**src/rtl/sigdec_pkg.sv**
```systemverilog
package sigdec_pkg;
  localparam int IDX_W = 8;

  typedef enum logic [1:0] {
    K_STATUS = 2'd0,
    K_RESULT = 2'd1,
    K_DUMP   = 2'd2,
    K_CSR    = 2'd3
  } kind_e;

  typedef enum logic [1:0] {
    CM_OFF  = 2'd0,
    CM_NEXT = 2'd1,
    CM_WAIT = 2'd2
  } chkmode_e;

  typedef enum logic [1:0] {
    ST_IDLE = 2'd0,
    ST_DUMP = 2'd1,
    ST_CSR  = 2'd2
  } state_e;

  // strobes from control to datapath for the current signature store
  typedef struct packed {
    logic              push;
    kind_e             kind;
    logic              latchId;
    logic              fullWord;
    logic [IDX_W-1:0]  idx;
  } strobe_t;
endpackage

```
**src/rtl/sigdec_ctrl.sv**
```systemverilog
module sigdec_ctrl
  import sigdec_pkg::*;
#(
  parameter int DW   = 32,
  parameter int NREG = 32
) (
  input  logic          clk,
  input  logic          rstN,
  input  logic          store,
  input  logic [DW-1:0] wdata,
  input  logic          chkArm,
  input  logic [1:0]    chkMode,
  input  logic [DW-9:0] chkTarget,
  input  logic          fifoFull,
  output strobe_t       strb,
  output logic          fmtErr,
  output logic          mismatchErr,
  output logic          waitDone,
  output logic          ovfFlag
);
  localparam int PW = DW - 8;

  state_e         state, stNext;
  logic [IDX_W-1:0] cnt, cntNext;
  logic           armed;
  chkmode_e       modeQ;
  logic [PW-1:0]  targetQ;
  logic           fmtNext, misNext, doneNext, disarm;

  logic [7:0]     typeByte;
  logic [PW-1:0]  payload;
  logic           isMatch;

  assign typeByte = wdata[7:0];
  assign payload  = wdata[DW-1:8];
  assign isMatch  = (payload == targetQ);

  always_comb begin
    stNext   = state;
    cntNext  = cnt;
    strb     = '0;
    fmtNext  = 1'b0;
    misNext  = 1'b0;
    doneNext = 1'b0;
    disarm   = 1'b0;
    if (store) begin
      unique case (state)
        ST_IDLE: begin
          unique case (typeByte)
            8'd0: begin
              strb.kind = K_STATUS;
              strb.push = 1'b1;
              if (armed && modeQ == CM_NEXT) begin
                disarm   = 1'b1;
                doneNext = isMatch;
                misNext  = !isMatch;
              end else if (armed && modeQ == CM_WAIT) begin
                strb.push = isMatch;
                doneNext  = isMatch;
                disarm    = isMatch;
              end
            end
            8'd1: begin
              strb.kind = K_RESULT;
              strb.push = 1'b1;
            end
            8'd2: begin
              stNext  = ST_DUMP;
              cntNext = '0;
            end
            8'd3: begin
              strb.latchId = 1'b1;
              stNext       = ST_CSR;
            end
            default: fmtNext = 1'b1;
          endcase
        end
        ST_DUMP: begin
          strb.push     = 1'b1;
          strb.kind     = K_DUMP;
          strb.fullWord = 1'b1;
          strb.idx      = cnt;
          cntNext       = cnt + 1'b1;
          if (cnt == IDX_W'(NREG - 1)) begin
            stNext  = ST_IDLE;
            cntNext = '0;
          end
        end
        ST_CSR: begin
          strb.push     = 1'b1;
          strb.kind     = K_CSR;
          strb.fullWord = 1'b1;
          stNext        = ST_IDLE;
        end
        default: stNext = ST_IDLE;
      endcase
    end
  end

  always_ff @(posedge clk or negedge rstN) begin
    if (!rstN) begin
      state       <= ST_IDLE;
      cnt         <= '0;
      armed       <= 1'b1;
      modeQ       <= CM_NEXT;
      targetQ     <= '0;
      fmtErr      <= 1'b0;
      mismatchErr <= 1'b0;
      waitDone    <= 1'b0;
      ovfFlag     <= 1'b0;
    end else begin
      state       <= stNext;
      cnt         <= cntNext;
      fmtErr      <= fmtNext;
      mismatchErr <= misNext;
      waitDone    <= doneNext;
      if (strb.push && fifoFull) ovfFlag <= 1'b1;
      if (chkArm) begin
        modeQ   <= chkmode_e'(chkMode);
        targetQ <= chkTarget;
        armed   <= (chkMode == CM_NEXT) || (chkMode == CM_WAIT);
      end else if (disarm) begin
        armed <= 1'b0;
      end
    end
  end
endmodule

```
**src/rtl/sigdec_dpath.sv**
```systemverilog
module sigdec_dpath
  import sigdec_pkg::*;
#(
  parameter int DW    = 32,
  parameter int DEPTH = 4
) (
  input  logic          clk,
  input  logic          rstN,
  input  strobe_t       strb,
  input  logic [DW-1:0] wdata,
  input  logic          recReady,
  output logic          recValid,
  output logic [1:0]    recKind,
  output logic [DW-1:0] recTag,
  output logic [DW-1:0] recData,
  output logic          fifoFull
);
  localparam int PW   = DW - 8;
  localparam int PTRW = (DEPTH > 1) ? $clog2(DEPTH) : 1;

  logic [PW-1:0]   csrIdQ;
  logic [1:0]      memKind [DEPTH];
  logic [DW-1:0]   memTag  [DEPTH];
  logic [DW-1:0]   memData [DEPTH];
  logic [PTRW-1:0] wPtr, rPtr;
  logic [PTRW:0]   level;
  logic [DW-1:0]   newTag, newData;
  logic            doPush, doPop;

  always_comb begin
    unique case (strb.kind)
      K_DUMP:  newTag = DW'(strb.idx);
      K_CSR:   newTag = DW'(csrIdQ);
      default: newTag = '0;
    endcase
  end
  assign newData  = strb.fullWord ? wdata : DW'(wdata[DW-1:8]);

  assign fifoFull = (level == (PTRW+1)'(DEPTH));
  assign recValid = (level != '0);
  assign doPush   = strb.push && !fifoFull;
  assign doPop    = recValid && recReady;
  assign recKind  = memKind[rPtr];
  assign recTag   = memTag[rPtr];
  assign recData  = memData[rPtr];

  function automatic logic [PTRW-1:0] bump(input logic [PTRW-1:0] p);
    return (p == PTRW'(DEPTH - 1)) ? '0 : p + 1'b1;
  endfunction

  always_ff @(posedge clk or negedge rstN) begin
    if (!rstN) begin
      csrIdQ <= '0;
      wPtr   <= '0;
      rPtr   <= '0;
      level  <= '0;
    end else begin
      if (strb.latchId) csrIdQ <= wdata[DW-1:8];
      if (doPush) wPtr <= bump(wPtr);
      if (doPop)  rPtr <= bump(rPtr);
      level <= level + (doPush ? 1'b1 : 1'b0) - (doPop ? 1'b1 : 1'b0);
    end
  end

  always_ff @(posedge clk) begin
    if (doPush) begin
      memKind[wPtr] <= strb.kind;
      memTag[wPtr]  <= newTag;
      memData[wPtr] <= newData;
    end
  end
endmodule

```
**src/rtl/sigdec_top.sv**
```systemverilog
module sigdec_top
  import sigdec_pkg::*;
#(
  parameter int AW    = 32,
  parameter int DW    = 32,
  parameter int DEPTH = 4,
  parameter int NREG  = 32
) (
  input  logic          clk,
  input  logic          rstN,
  input  logic          busReq,
  input  logic          busWe,
  input  logic [AW-1:0] busAddr,
  input  logic [DW-1:0] busWdata,
  input  logic [AW-1:0] sigAddr,
  input  logic          chkArm,
  input  logic [1:0]    chkMode,
  input  logic [DW-9:0] chkTarget,
  output logic          recValid,
  input  logic          recReady,
  output logic [1:0]    recKind,
  output logic [DW-1:0] recTag,
  output logic [DW-1:0] recData,
  output logic          fmtErr,
  output logic          mismatchErr,
  output logic          waitDone,
  output logic          ovfFlag
);
  strobe_t strb;
  logic    store;
  logic    fifoFull;

  assign store = busReq && busWe && (busAddr == sigAddr);

  sigdec_ctrl #(.DW(DW), .NREG(NREG)) u_ctrl (
    .clk(clk), .rstN(rstN), .store(store), .wdata(busWdata),
    .chkArm(chkArm), .chkMode(chkMode), .chkTarget(chkTarget),
    .fifoFull(fifoFull), .strb(strb), .fmtErr(fmtErr),
    .mismatchErr(mismatchErr), .waitDone(waitDone), .ovfFlag(ovfFlag)
  );

  sigdec_dpath #(.DW(DW), .DEPTH(DEPTH)) u_dpath (
    .clk(clk), .rstN(rstN), .strb(strb), .wdata(busWdata),
    .recReady(recReady), .recValid(recValid), .recKind(recKind),
    .recTag(recTag), .recData(recData), .fifoFull(fifoFull)
  );
endmodule

```
**config.mk**
```make
export PLATFORM = sky130hd
export DESIGN_NAME = sigdec_top
export DESIGN_NICKNAME = d
export VERILOG_FILES = /design/src/rtl/sigdec_pkg.sv /design/src/rtl/sigdec_ctrl.sv /design/src/rtl/sigdec_dpath.sv /design/src/rtl/sigdec_top.sv
export SDC_FILE = /design/constraint.sdc
export NUM_CORES = 1
export LEC_CHECK = 0
export ABC_AREA = 0
export ABC_CLOCK_PERIOD_IN_PS = 4190
export BUFFER_PORTS_ARGS = -buffer_cell sky130_fd_sc_hd__buf_2
export CAP_MARGIN = 10
export CORE_MARGIN = 1.5
export CORE_UTILIZATION = 34
export CTS_CLUSTER_DIAMETER = 30
export DETAILED_ROUTE_END_ITERATION = 8
export PLACE_DENSITY = 0.62
export SLEW_MARGIN = 20
export SYNTH_ARGS = -nofsm -noshare
export SYNTH_HDL_FRONTEND = slang
export SYNTH_SLANG_ARGS = --single-unit
```
**constraint.sdc**
```tcl
create_clock -name clk -period 4.19 [get_ports clk]
set_input_delay 1.257 -clock clk [delete_from_list [all_inputs] [get_ports clk]]
set_output_delay 1.257 -clock clk [all_outputs]
set_load 0.005 [all_outputs]
```
==> results of run 1 <==
kinds of logic (layout without fill, tap and decap cells):
logic type,count (synthesis),count (layout)
AOI/OAI and AO/OA,39,39
xor gates and xnor gates,58,58
adders and majority gates,12,12
buffers and inverters,50,345
DFF,304,304
muxes,137,137
other,1,9
and+or+nand+nor,120,120
cell type report:
type,instances,area [um2]
antenna,1,2.50
clock buffer,69,1560
clock inverter,45,581
fill,3345,20700
inverter,14,52.6
multi-input combinational,374,3900
sequential,304,8780
tap,511,639
timing repair buffer,217,1240
layer usage:
layer	GRT usage	routed length [um]
met4	0.0435	480
met2	0.284	16200
met1	0.218	13500
met3	0.0328	1900
met5	0	12
path summary, 6_finish.rpt:
| kind | endpoint | slack, ns | depth (start not counted) |
|---|---|---|---|
| setup reg to reg | u_dpath.level[2] | 1.29 | 12 |
| hold / removal | u_dpath.csrIdQ[23] | 0.50 | 1 |
| max in group asynchronous | u_ctrl.targetQ[12] | 3.03 | 2 |
| setup / recovery | recTag[7] | 0.59 | 3 |
| min in group asynchronous | u_ctrl.targetQ[2] | 0.58 | 1 |
| hold reg to reg | u_dpath.csrIdQ[23] | 0.50 | 1 |
Yosys cell counts (8+ instances only):
master | instances | share of area
a21oi_1 | 9 | 0.0035
buf_4 | 8 | 0.0047
nand2b_1 | 12 | 0.0058
xnor2_1 | 56 | 0.038
mux4_2 | 58 | 0.10
edfxtp_1 | 232 | 0.54
inv_1 | 14 | 0.0041
nand3_1 | 14 | 0.0054
mux2_2 | 77 | 0.067
nand4_1 | 14 | 0.0068
nor2_1 | 13 | 0.0038
ha_1 | 11 | 0.011
o21ai_0 | 8 | 0.0031
clkbuf_1 | 16 | 0.0047
and2_1 | 29 | 0.014
dfrtp_1 | 70 | 0.14
buf_1 | 8 | 0.0023
nand2_1 | 13 | 0.0038
critical path: cells and delay by family (launching register included):
| kind | cells | cell delay [ns] |
|---|---|---|
| muxes | 1 | 0.60 |
| buffers and inverters | 2 | 0.53 |
| DFF | 1 | 0.63 |
power by group:
group          switching [uW]  total, uW  internal [uW]
Sequential               92.3       3380           3290
Clock                    1640       4910           3270
Combinational             592       1190            595
stage by stage:
step / utilization / setup WS, ns / hold WS [ns] / std cells
2_1_floorplan: - / 0.432 / 0.454 / 728
3_3_place_gp: 0.389 / 0.338 / 0.481 / 1419
3_5_place_dp: 0.389 / 0.257 / 0.484 / 1419
4_1_cts: 0.446 / 0.496 / 0.497 / 1533
5_1_grt: 0.447 / 0.473 / 0.499 / 1534
6_report: 0.447 / 0.589 / 0.495 / 1535
sequential cells by signal, summed over array words and instances (netlist names):
signal              count
u_ctrl.ovfFlag          1
u_dpath.memKind         8
u_ctrl.modeQ            2
u_dpath.memData       128
u_ctrl.armed            1
u_dpath.wPtr            2
u_ctrl.waitDone         1
u_ctrl.fmtErr           1
u_dpath.level           3
u_dpath.memTag         96
u_ctrl.state            2
u_dpath.rPtr            2
u_dpath.csrIdQ         24
u_ctrl.cnt              8
u_ctrl.targetQ         24
u_ctrl.mismatchErr      1
==> impl_metrics.csv, run 1 <==
group,metric,value,unit
sta,finalSetupTns,0,ns
synthesis,synth_fa_ha_area_frac,0.0122,
synthesis,synthDistinctLibCells,53,
pwr,total_power,9480,uW
die,start_util,0.344,
placed_design,place_area,0.0146,mm2
critical_path,cp.arrival,2.34,ns
placed_design,hpwlAfterDp,21600,um
synthesis,ys_warn_count,0,
die,die_w,198,um
run_status,status,"finished, final reports clean",
synthesis,ys.flop_type,"edfxtp_1",
clock_network,htree_levels,2,
clock_network,post_cts_buffers,0,
sta,max_freq,0.278,GHz
sta,grt_setup_unrepaired,"false",
clock_network,clk-insertion-delay-late,0.58,ns
clock_network,cts_sinks,304,
synthesis,ys_ff_latch,304,
route,via_per_inst,4.88,
route,ant_nets,0,
route,drc_errors,0,
sta,slew_headroom,0.499,
clock_network,numCtsBuffers,60,
finish,drive_gt1_frac,0.466,
sta,tightest_slew,0.731,ns
worst_hold_path,worstHoldStart,"u_dpath.csrIdQ[23]",
critical_path,cp.required,2.93,ns
sta,finalCriticalPeriod,3.60,ns
die,num_rows,71,
clock_network,cts_resized,0,
critical_path,end_kind,"output pin",
global_routing,grt_pass1_vias,7831,
synthesis,netlist_area,0.0129,mm2
global_routing,track_usage,0.167,
critical_path,slowest_delay,0.63,ns
sta,period_share,0.860,
clock_network,cts_hold_buf,0,
route,vias,7492,
placed_design,gp_congestion,0.802,
die,core,0.0375,mm2
finish,final_cell_mix,"edfxtp_1, buf_2, mux2_2, dfrtp_1, clkbuf_16",
route,firstDrtPassIters,4,
sta,fin_skew,0.0342,ns
route,drt_iter0_drc,457,
synthesis,synth_compound_area_frac,0.0221,
critical_path,crit_type,"register to output pin",
critical_path,path_max_fanout,17,
synthesis,synth_enable_flop_cells,232,
clock_network,cts_tree,"built",
global_routing,grt.overflow.total,0,
pwr,p_leak,0.00605,uW
synthesis,synthArstFlopShare,0.237,
critical_path,worst_path_max_delay_cell,"dfrtp_4",
sta,setup_viol_count_final,0,
clock_network,root_buffer,"clkbuf_16",
route,wirelength,32100,um
pwr,ir_drop,340,uV
global_routing,antenna_found_initial,1,
die,die-height,198,um
job,max_cap_viol_count,0,
global_routing,grt_pass1_wl,47500,um
critical_path,r2r-start,"u_ctrl.state[1]",
synthesis,synth_xor_area_frac,0.0394,
critical_path,cp-startpoint,"u_dpath.rPtr[0]",
synthesis,ys_seq_area_frac,0.681,
pwr,powerDensity,566,mW/mm2
critical_path,start_kind,"register",
clock_network,clock_path_buffers,3,
finish,areaGrowthSynthToFinish,30.0,%
clock_network,clk_pin_slew,0.05,ns
finish,final_net_count,1111,
critical_path,crit_chain,"buf_4 > mux4_2 > buf_2",
global_routing,grt_start_max_net_pins,73,
synthesis,synth_top_family_by_area,"multiplexers",
worst_hold_path,worstHoldPathType,"register to register",
die,io_pins,199,
sta,hold_viol,0,
synthesis,synthMuxAreaShare,0.171,
die,die-area,0.0391,mm2
synthesis,yosys.area_share.simple,0.0556,
finish,final_area,0.0167,mm2
route,wl_per_cell,20.9,um
synthesis,syn_inst,721,
placed_design,io_buffers,190,
finish,mostFrequentLayoutCell,"edfxtp_1",
sta,timing.final.max_slew_violations,0,
synthesis,syn_area_per_cell,17.9,um2
(Power assumes the default switching activity.)
==> run 2: changes to the inputs <==
--- a/config.mk
+++ b/config.mk
@@ -19,2 +19,3 @@
 export SYNTH_HDL_FRONTEND = slang
+export SYNTH_HIERARCHICAL = 1
 export SYNTH_SLANG_ARGS = --single-unit
--- a/constraint.sdc
+++ b/constraint.sdc
@@ -3,2 +3,2 @@
 set_output_delay 1.257 -clock clk [all_outputs]
-set_load 0.005 [all_outputs]
+set_load 0.02 [all_outputs]
==> impl_metrics.csv, run 2 <==
group,metric,value,unit
run_status,status,"finished, final reports clean",
critical_path,worst_path_max_delay_cell,"or4_4",
synthesis,ys_ff_latch,304,
critical_path,cp.required,4.64,ns
pwr,ir_drop,302,uV
sta,fin_skew,0.0140,ns
critical_path,cpMostUsedCell,"inv_1",
finish,regArea,0.00878,mm2
synthesis,ys_warn_count,6,
finish,diodes,0,
synthesis,netlist_area,0.0130,mm2
finish,areaGrowthSynthToFinish,29.1,%
placed_design,placed_cells,1428,
critical_path,slowest_delay,0.43,ns
sta,timing.final.max_slew_violations,0,
critical_path,crit_chain,"buf_2 > xor2_1 > a2111o_1 > or4_4 > nor3_4 > and3b_1 > nand3b_1 > nor4_2 > o21bai_2 > nor2b_4 > inv_1 > ha_1 > inv_1 > ha_1 > inv_1 > fa_2 > xnor2_2 > xnor2_1",
clock_network,clk-insertion-delay-late,0.57,ns
global_routing,antenna_found_initial,0,
sta,max_freq,0.246,GHz
clock_network,post_cts_buffers,0,
global_routing,track_usage,0.161,
finish,instances_no_fill,1536,
sta,hold_viol,0,
die,start_util,0.346,
finish,final_cell_mix,"edfxtp_1, buf_2, mux2_2, dfrtp_1",
critical_path,r2r-start,"u_ctrl/targetQ[11]",
finish,mostFrequentLayoutCell,"edfxtp_1",
critical_path,reg2regPathDepth,16,
critical_path,crit_end,"u_dpath/level[2]",
global_routing,grt_start_max_net_pins,73,
sta,period_share,0.971,
job,max_cap_viol_count,0,
critical_path,r2r_slack,0.86,ns
critical_path,path_max_fanout,2,
synthesis,synth.most_common_cell,"edfxtp_1",
sta,setup_viol_count_final,0,
synthesis,synthTopCellsByCount,"edfxtp_1, mux2_2, dfrtp_1",
die,die-height,199,um
critical_path,cp-startpoint,"sigAddr[27]",
placed_design,place_ws,-0.480,ns
route,drc_errors,0,
global_routing,grt_pass1_wl,46900,um
die,die_w,199,um
worst_hold_path,worstHoldPathType,"register to register",
synthesis,synthDistinctLibCells,58,
global_routing,grt.overflow.total,0,
finish,n_fill_cell,3363,
global_routing,grt_pass1_vias,7742,
route,via_per_inst,4.79,
critical_path,start_kind,"input port",
clock_network,numCtsBuffers,57,
critical_path,cp_top_family,"simple AND/OR/NAND/NOR gates",
route,ant_nets,0,
synthesis,synthArstFlopShare,0.237,
pwr,total_power,8160,uW
critical_path,worst-path-buf-inv,4,
synthesis,syn_area_per_cell,18.1,um2
pwr,p_leak,0.00635,uW
die,core,0.0377,mm2
sta,finalCriticalPeriod,4.07,ns
sta,finalSetupTns,0,ns
sta,worst_slack,0.121,ns
clock_network,clock_path_buffers,3,
critical_path,end_kind,"register",
placed_design,io_buffers,190,
synthesis,synth_enable_flop_cells,232,
route,drt_iter0_drc,442,
die,io_pins,199,
synthesis,ys_seq_area_frac,0.673,
synthesis,ys.flop_type,"edfxtp_1",
sta,slew_headroom,0.523,
finish,drive_gt1_frac,0.478,
clock_network,cts_sinks,304,
die,die-area,0.0395,mm2
finish,final_net_count,1116,
worst_hold_path,holdPathStages,1,
finish,reg_top3,"u_dpath/memData (128), u_dpath/memTag (96)",
finish,multi_input_comb_area,0.00397,mm2
synthesis,synthTopCellsByArea,"edfxtp_1, dfrtp_1, mux4_2, mux2_2, xor2_1",
synthesis,syn_inst,719,
finish,largest_reg_flops,128,
clock_network,root_buffer,"clkbuf_16",
critical_path,crit_type,"input port to register",
route,vias,7355,
clock_network,htree_levels,2,
placed_design,gp_congestion,0.755,
pwr,powerDensity,485,mW/mm2
finish,final_util,0.447,
sta,tightest_slew,0.708,ns
route,wl_per_cell,20.2,um
critical_path,cp.arrival,4.52,ns
finish,largest-register,"u_dpath/memData",
die,num_rows,71,
clock_network,cts_tree,"built",
sta,grt_setup_unrepaired,"true",
route,firstDrtPassIters,4,
synthesis,yosys.area.top_type_share,0.535,
critical_path,regToRegEndpoint,"u_dpath/level[2]",
synthesis,yosysTopAreaCell,"edfxtp_1",
clock_network,clk_pin_slew,0.05,ns
placed_design,hpwlAfterDp,20500,um
route,wirelength,31000,um
critical_path,worst-path-stages,18,
run 2: cell families (layout without fill, tap and decap cells):
logic type / count (synthesis) / count (layout) / synth area share
mux: 143 / 143 / 0.173
buf+inv: 53 / 352 / 0.0283
fa+ha+maj: 12 / 12 / 0.0121
xor+xnor: 59 / 59 / 0.0396
flops: 304 / 304 / 0.673
other cells: 1 / 8 / 0.000288
compound gates: 32 / 32 / 0.0183
simple gates: 115 / 115 / 0.0556
run 2: where the power goes:
group	switching (uW)	total, uW	internal, uW	leakage (uW)
combinational	134	256	122	0.00238
clock	1550	4620	3070	0.000961
sequential	20.7	3280	3260	0.00301
total	1700	8160	6460	0.00635
run 2: cell type report:
| class | instances | area share |
|---|---|---|
| Multi-Input combinational cell | 369 | 0.236 |
| Clock buffer | 65 | 0.0890 |
| Clock inverter | 43 | 0.0292 |
| Sequential cell | 304 | 0.522 |
| Timing Repair Buffer | 232 | 0.0838 |
| Inverter | 12 | 0.00268 |
| Tap cell | 511 | 0.0380 |
run 2: how the worst min path moves through the flow:
| stage | start | endpoint | slack (ns) |
|---|---|---|---|
| 5_1_grt | u_ctrl/ovfFlag | u_ctrl/ovfFlag | 0.50 |
| 2_1_floorplan | u_dpath/level[2] | u_dpath/level[2] | 0.47 |
| 4_1_cts | u_ctrl/ovfFlag | u_ctrl/ovfFlag | 0.47 |
| 6_report | u_ctrl/ovfFlag | u_ctrl/ovfFlag | 0.47 |
| 3_5_place_dp | u_ctrl/ovfFlag | u_ctrl/ovfFlag | 0.46 |
| 3_3_place_gp | u_ctrl/ovfFlag | u_ctrl/ovfFlag | 0.46 |
run 2: repair_timing:
action | in CTS | in global routing
setup endpoints to repair | 0 | 1
hold buffers | 0 | 0
hold endpoints to repair | 0 | 0
gates resized for setup | 0 | 1
run 2: routing by layer:
| layer | wire (um) | GRT usage |
|---|---|---|
| met4 | 636 | 0.0502 |
| met3 | 1490 | 0.0327 |
| met5 | 0 | 0 |
| met1 | 13800 | 0.217 |
| met2 | 15000 | 0.261 |
run 2: metrics by stage:
stage               hold slack [ns]  cell area [um2]
detailed placement            0.455            14800
floorplan                     0.468            13100
global placement              0.458            14800
global route                  0.501            16800
finish                        0.466            16800
CTS                           0.475            16800
